===== src/rtl/snapshot_counter_pkg.sv =====
package snapshot_counter_pkg;

  // Strobes from the request control to the counter datapath
  typedef struct packed {
    logic doClear;
    logic doLatch;
  } cntStrobe_t;

  // Control register bit positions (software visible)
  localparam int CLR_BIT   = 0;
  localparam int LATCH_BIT = 1;
  localparam int SRC_LSB   = 2;
  localparam int SRC_W     = 2;
  localparam int NUM_REQ   = 2;

  localparam logic [SRC_W-1:0] SRC_OSC = 2'b00;

endpackage


===== src/rtl/snapshot_counter_ctrl.sv =====
module snapshot_counter_ctrl
  import snapshot_counter_pkg::*;
#(
  parameter int SYNC_TICKS = 3,
  parameter int ADDR_W     = 8,
  parameter int DATA_W     = 32,
  parameter logic [ADDR_W-1:0] CTRL_OFS = 8'ha0,
  parameter logic [ADDR_W-1:0] LOW_OFS  = 8'ha4,
  parameter logic [ADDR_W-1:0] HIGH_OFS = 8'ha8,
  localparam int CNT_W = 2 * DATA_W
) (
  input  logic              clk,
  input  logic              rstN,
  input  logic              tickEn,
  input  logic [ADDR_W-1:0] busAddr,
  input  logic              busWrEn,
  input  logic [DATA_W-1:0] busWrData,
  input  logic [CNT_W-1:0]  snapValue,
  output cntStrobe_t        strobe,
  output logic [DATA_W-1:0] busRdData
);

  localparam int WAIT_W = (SYNC_TICKS > 1) ? $clog2(SYNC_TICKS) : 1;
  localparam logic [WAIT_W-1:0] LAST_WAIT = WAIT_W'(SYNC_TICKS - 1);

  logic               ctrlWr;
  logic [NUM_REQ-1:0] pendVec;
  logic [NUM_REQ-1:0] doneVec;
  logic [SRC_W-1:0]   srcSel;
  logic               unusedWrBits;

  assign ctrlWr       = busWrEn && (busAddr == CTRL_OFS);
  assign unusedWrBits = ^busWrData[DATA_W-1:SRC_LSB+SRC_W];

  // One request channel per control bit: pending flag plus tick wait counter
  for (genvar ch = 0; ch < NUM_REQ; ch++) begin : g_req
    logic              pendReg;
    logic [WAIT_W-1:0] waitCnt;
    logic              reqHit;

    assign reqHit = ctrlWr && busWrData[ch];

    always_ff @(posedge clk or negedge rstN) begin
      if (!rstN) begin
        pendReg <= 1'b0;
        waitCnt <= '0;
      end else if (!pendReg) begin
        if (reqHit) begin
          pendReg <= 1'b1;
          waitCnt <= '0;
        end
      end else if (tickEn) begin
        if (waitCnt == LAST_WAIT) begin
          pendReg <= 1'b0;
          waitCnt <= '0;
        end else begin
          waitCnt <= waitCnt + WAIT_W'(1);
        end
      end
    end

    assign pendVec[ch] = pendReg;
    assign doneVec[ch] = pendReg && tickEn && (waitCnt == LAST_WAIT);
  end

  assign strobe.doClear = doneVec[CLR_BIT];
  assign strobe.doLatch = doneVec[LATCH_BIT];

  // Clock-source field: a clear request forces the oscillator code
  always_ff @(posedge clk or negedge rstN) begin
    if (!rstN) begin
      srcSel <= SRC_OSC;
    end else if (ctrlWr) begin
      if (busWrData[CLR_BIT]) begin
        srcSel <= SRC_OSC;
      end else begin
        srcSel <= busWrData[SRC_LSB +: SRC_W];
      end
    end
  end

  // Read decode
  always_comb begin
    busRdData = '0;
    case (busAddr)
      CTRL_OFS: busRdData = {{(DATA_W-SRC_W-NUM_REQ){1'b0}}, srcSel, pendVec};
      LOW_OFS:  busRdData = snapValue[DATA_W-1:0];
      HIGH_OFS: busRdData = snapValue[CNT_W-1:DATA_W];
      default:  busRdData = '0;
    endcase
  end

  AST_CLR_WAITS_TICK: assert property (@(posedge clk) disable iff (!rstN)
    (pendVec[CLR_BIT] && !tickEn) |=> pendVec[CLR_BIT]);
  AST_LATCH_WAITS_TICK: assert property (@(posedge clk) disable iff (!rstN)
    (pendVec[LATCH_BIT] && !tickEn) |=> pendVec[LATCH_BIT]);
  AST_LATCH_REQ_SETS: assert property (@(posedge clk) disable iff (!rstN)
    (ctrlWr && busWrData[LATCH_BIT]) |=> pendVec[LATCH_BIT]);
  AST_CLEAR_FORCES_OSC: assert property (@(posedge clk) disable iff (!rstN)
    (ctrlWr && busWrData[CLR_BIT]) |=> (srcSel == SRC_OSC));

endmodule


===== src/rtl/snapshot_counter_dp.sv =====
module snapshot_counter_dp
  import snapshot_counter_pkg::*;
#(
  parameter int CNT_W = 64
) (
  input  logic             clk,
  input  logic             rstN,
  input  logic             tickEn,
  input  cntStrobe_t       strobe,
  output logic [CNT_W-1:0] snapValue
);

  logic [CNT_W-1:0] count;
  logic [CNT_W-1:0] snapReg;

  // Live counter: clear wins over increment
  always_ff @(posedge clk or negedge rstN) begin
    if (!rstN) begin
      count <= '0;
    end else if (strobe.doClear) begin
      count <= '0;
    end else if (tickEn) begin
      count <= count + CNT_W'(1);
    end
  end

  // Snapshot: a simultaneous clear is applied first, so zero is captured
  always_ff @(posedge clk or negedge rstN) begin
    if (!rstN) begin
      snapReg <= '0;
    end else if (strobe.doLatch) begin
      snapReg <= strobe.doClear ? '0 : count;
    end
  end

  assign snapValue = snapReg;

  AST_COUNT_STEP: assert property (@(posedge clk) disable iff (!rstN)
    (tickEn && !strobe.doClear) |=> (count == $past(count) + CNT_W'(1)));
  AST_COUNT_IDLE: assert property (@(posedge clk) disable iff (!rstN)
    (!tickEn) |=> $stable(count));
  AST_CLEAR_ZERO: assert property (@(posedge clk) disable iff (!rstN)
    strobe.doClear |=> (count == '0));
  AST_SNAP_HOLD: assert property (@(posedge clk) disable iff (!rstN)
    (!strobe.doLatch) |=> $stable(snapReg));
  AST_ZERO_LATCH: assert property (@(posedge clk) disable iff (!rstN)
    (strobe.doClear && strobe.doLatch) |=> (snapReg == '0));

endmodule


===== src/rtl/snapshot_counter.sv =====
module snapshot_counter
  import snapshot_counter_pkg::*;
#(
  parameter int SYNC_TICKS = 3,
  parameter int ADDR_W     = 8,
  parameter int DATA_W     = 32,
  localparam int CNT_W     = 2 * DATA_W
) (
  input  logic              clk,
  input  logic              rstN,
  input  logic              tickEn,
  input  logic [ADDR_W-1:0] busAddr,
  input  logic              busWrEn,
  input  logic [DATA_W-1:0] busWrData,
  output logic [DATA_W-1:0] busRdData
);

  cntStrobe_t       strobe;
  logic [CNT_W-1:0] snapValue;

  snapshot_counter_ctrl #(
    .SYNC_TICKS(SYNC_TICKS),
    .ADDR_W    (ADDR_W),
    .DATA_W    (DATA_W)
  ) ctrl_i (
    .clk      (clk),
    .rstN     (rstN),
    .tickEn   (tickEn),
    .busAddr  (busAddr),
    .busWrEn  (busWrEn),
    .busWrData(busWrData),
    .snapValue(snapValue),
    .strobe   (strobe),
    .busRdData(busRdData)
  );

  snapshot_counter_dp #(
    .CNT_W(CNT_W)
  ) dp_i (
    .clk      (clk),
    .rstN     (rstN),
    .tickEn   (tickEn),
    .strobe   (strobe),
    .snapValue(snapValue)
  );

endmodule


===== config.mk =====
export PLATFORM = sky130hd
export DESIGN_NAME = snapshot_counter
export DESIGN_NICKNAME = d
export VERILOG_FILES = /design/src/rtl/snapshot_counter_pkg.sv /design/src/rtl/snapshot_counter_ctrl.sv /design/src/rtl/snapshot_counter_dp.sv /design/src/rtl/snapshot_counter.sv
export SDC_FILE = /design/constraint.sdc
export NUM_CORES = 1
export LEC_CHECK = 0
export ABC_AREA = 1
export BUFFER_PORTS_ARGS = -buffer_cell sky130_fd_sc_hd__buf_4
export CORE_ASPECT_RATIO = 1.2
export CORE_UTILIZATION = 54
export CTS_CLUSTER_DIAMETER = 40
export CTS_CLUSTER_SIZE = 8
export DETAILED_ROUTE_END_ITERATION = 7
export PLACE_DENSITY_LB_ADDON = 0.3
export SLEW_MARGIN = 20
export SYNTH_ARGS = -nofsm -noshare
export SYNTH_HDL_FRONTEND = slang
export SYNTH_SLANG_ARGS = --single-unit

===== constraint.sdc =====
create_clock -name clk -period 1.5 [get_ports clk]
set_clock_uncertainty 0.15 [all_clocks]
set_input_delay 0.15 -clock clk [delete_from_list [all_inputs] [get_ports clk]]
set_output_delay 0.15 -clock clk [all_outputs]
set_load 0.02 [all_outputs]

==> flow_summary.ini, run 1 <==
[outcome]
status = did not finish
stop_stage = global routing (5_1_grt)
error_line = [ERROR DPL-0038] Utilization greater than 100%, impossible to legalize

[synth]
yosysSeqAreaShare_pct = 46.5
synth_top_area_share_pct = 46.5
synth-compound-area-share_pct = 11.8
synth_common_cells = nand2_1, nor2_1, dfrtp_1, inv_1, nand3_1
yosys.area_share.adder_pct = 0.171
synth.ff_latch_count = 136
synthArstFlopShare_pct = 100
ys_types = 29
avgSynthCellArea_um2 = 7.14
synthSimpleGateAreaFrac_pct = 32.8
synth-edff-count = 0
synth.cell_area_um2 = 7310
synth-main-ff-cell = dfrtp_1
synthXorXnorAreaFrac_pct = 0
yosysWarnings = 0
syn-num-nets = 1070
postSynthCellCount = 1025
ys_top_cells_by_area = dfrtp_1, nand2_1, nor2_1
synth_top_family_by_area = simple AND/OR/NAND/NOR gates
synth_top_area_cell = dfrtp_1
muxShareOfSynthArea_pct = 0
synthMostInstantiatedCell = nand2_1

[floorplanning]
pin_count = 76
row_count = 46
start_util_pct = 55.3
die_x_um = 108
dieHeight_um = 129

[clock_network]
cts_buffer_depth = 2
cts_max_level = 4
root_buffer = clkbuf_16
clock-sinks = 136
numCtsBuffers = 17

[placed_design]
place_area_um2 = 9540
dp_cells = 1416
gp_congestion = 0.997
dp_hpwl_um = 18800
io_buffers = 47

[timing]
worst_endpoint = dp_i.count[39]$_DFFE_PN0P_/D
worst-ep-kind = register input

[global_route]
grt_max_degree = 39
==> stage by stage <==
step | setup TNS (ps) | hold WS [ps] | worst slack (ps) | utilization, %
detailed placement | -17460 | -117 | -360 | 72.1
global placement | -13010 | -118 | -282 | 72.1
floorplan | -1480 | -296 | -144 | -
CTS | -18530 | 3.78 | -317 | 86.2
==> logic make-up after synthesis <==
family,count (synthesis)
AO/OA/AOI/OAI,158
adder cells (fa/ha/maj),1
flip-flops,136
buffers and inverters,165
AND/OR/NAND/NOR,565
==> repair_timing <==
action	CTS
setup endpoints to repair	96
endpoints found under the hold margin	144
resized for setup	199
setup buffers	33
cloned	7
pin swaps	52
hold buffers	8
==> run 2: changes to the inputs <==
- CORE_ASPECT_RATIO: 1.2 -> unset
- CORE_UTILIZATION: 54 -> 40
- CTS_CLUSTER_DIAMETER: 40 -> unset
- CTS_CLUSTER_SIZE: 8 -> unset
- PLACE_DENSITY_LB_ADDON: 0.3 -> 0.15
- clock period: 1.5 -> 2 ns (I/O delays scaled with it)
==> flow_summary.ini, run 2 <==
[floorplanning]
die_x_um = 137
dieArea_um2 = 18800
dieHeight_um = 137
row_count = 49
pin_count = 76
start_util_pct = 40.7
coreArea_um2 = 18000

[final_layout]
n_antenna_cell = 0
drive_above_1_share_pct = 17.3
final_nets = 1172
final_common_cell = nand2_1
fill_cells = 1781
area_growth_pct = 25.9
most-common-layout-cells = nand2_1, nor2_1, inv_1, dfrtp_1, nand3_1
finalCoreUtilization_pct = 51.3

[timing]
setup_viol = 0
slew_headroom_pct = 67.2
rsz0062_at_grt = true
whs_ps = 121
timing.fmax_mhz = 511
tns_ps = 0
final_max_slew_viol_count = 0
final-hold-violation-count = 0
fin_crit_ps = 1960
finalCritPeriodShare_pct = 97.8
worst_slew_pin_slew_ps = 492

[routing]
initialDrtViolationCount = 625
dr.pass1.iters = 5
wl_um = 22900
avgRoutedWirePerCell_um = 16.7
drc = 0
ant_nets = 0
post_drt_via_cell_ratio = 5.14
vias = 7030

[critical_path]
arrival_ps = 2120
end_kind = flip-flop
worstSetupPathType = flip-flop to flip-flop
r2r_cells = 10
cp_data_required_time_ps = 2170
critPathLaunchType = flip-flop
cp_max_fo = 5

[synth]
yosysWarnings = 0
postSynthCellCount = 1025
synth.ff_latch_count = 136
avgSynthCellArea_um2 = 7.14
ys_top_cells_by_area = dfrtp_1, nand2_1, nor2_1
yosysSeqAreaShare_pct = 46.5
synth-main-ff-cell = dfrtp_1
synth.cell_area_um2 = 7310
ys_types = 29
synth_top_area_share_pct = 46.5
synth_common_cells = nand2_1, nor2_1, dfrtp_1, inv_1, nand3_1
synthMostInstantiatedCell = nand2_1
synthArstFlopShare_pct = 100
synth_top_area_cell = dfrtp_1
synth-edff-count = 0
syn-num-nets = 1070

[pwr]
power.share.clock_pct = 41.9
pwr-share-comb_pct = 12.9
fin_total_pwr_mw = 7.86
ir_worst_vdd_mv = 0.539
intPower_mw = 5.55
swShare_pct = 29.4
p_sw_mw = 2.31
p_per_area_nw_per_um2 = 853
p_leak_nw = 4.24
seq_power_share_pct = 45.2

[global_route]
grt_usage_pct = 26.1
overflow = 0
grt_max_degree = 76
antenna_found_initial = 0
first_global_vias = 6428
grt_pass1_wl_um = 36000

[clock_network]
clock-sinks = 136
cts_buffer_depth = 2
root_buffer = clkbuf_16
cts_tree = done
numCtsBuffers = 17
clkTransAtPathRegs_ps = 60
clock_latency_ps = 430
cts_max_level = 4

[placed_design]
io_buffers = 47
gp_congestion = 0.961
dp_hpwl_um = 17000

[worst_hold_path]
min_delay_path_depth = 4
holdCritPathClass = input pin to flip-flop

[run]
cap_viol_max_count = 0

[outcome]
status = completed
run 2: kinds of logic after synthesis:
group	share of synthesized area, %
and+or+nand+nor	32.8
buffers and inverters	8.66
AOI/OAI and AO/OA	11.8
DFF	46.5
adders and majority gates	0.171
run 2: power by group through the flow:
stage	combinational (mW)	sequential [mW]	clock, mW
after floorplan	0.636	3.38	0
after detailed placement	0.957	3.58	0
after global placement	0.934	3.58	0
final	1.01	3.55	3.29
after CTS	0.979	3.53	3.35
after global routing	1.18	3.59	3.46
run 2: layer usage:
layer  wire (um)  track usage (%)  vias to the layer above  part of all wire (%)
met5           0                0                        -                     0
met2       10000             39.1                      194                    44
met4         609             10.2                        0                   2.7
met3        1010             3.75                       32                   4.4
li1            -                -                     3534                     -
met1       11200             37.9                     3270                    49
run 2: repair_timing:
| action | in CTS | in global routing |
|---|---|---|
| hold endpoints to repair | 124 | 0 |
| hold buffers | 10 | 0 |
| setup buffers | 0 | 5 |
| setup endpoints to repair | 0 | 31 |
| gates resized for setup | 0 | 49 |
run 2: stage by stage:
step	cells	instance area [um2]	setup WS, ps
3_3_place_gp	1322	8320	103
2_1_floorplan	1025	7310	326
3_5_place_dp	1322	8320	63.8
5_1_grt	1369	9210	-47.0
6_report	1369	9210	43.1
4_1_cts	1364	9040	47.4
run 2: final cells by class:
type | instances | area, um2 | share of cell area [%]
multi-input cells | 724 | 3400 | 36.9
flip-flops and latches | 136 | 3420 | 37.2
well taps | 229 | 287 | 3.11
inverters | 131 | 492 | 5.34
repair buffers | 117 | 995 | 10.8
clock buffers | 22 | 474 | 5.15
clock inverters | 10 | 140 | 1.52
run 2: worst paths after layout:
| kind | startpoint | end | slack (ps) |
|---|---|---|---|
| worst max-delay path | dp_i.count[1] | dp_i.count[52] | 40 |
| worst min-delay path | busAddr[2] | ctrl_i.srcSel[1] | 120 |
| worst max register to register | dp_i.count[1] | dp_i.count[52] | 40 |
| worst min register to register | ctrl_i.g_req[0].waitCnt[0] | ctrl_i.g_req[0].waitCnt[1] | 350 |
| max in group asynchronous | rstN | dp_i.snapValue[49] | 920 |
| min in group asynchronous | rstN | ctrl_i.g_req[1].waitCnt[0] | 130 |
run 2: worst max-delay path: stages, from the launching register on:
cell and delay, ps:
dfrtp_1 420, ha_2 210, nand2_2 70, nor2_4 190, nand2_2 110, nor2_4 130
nand3_1 220, nor2_1 190, nand2_1 60, nand2_1 50, nor2_1 40
Power figures use the tool's default switching activity.
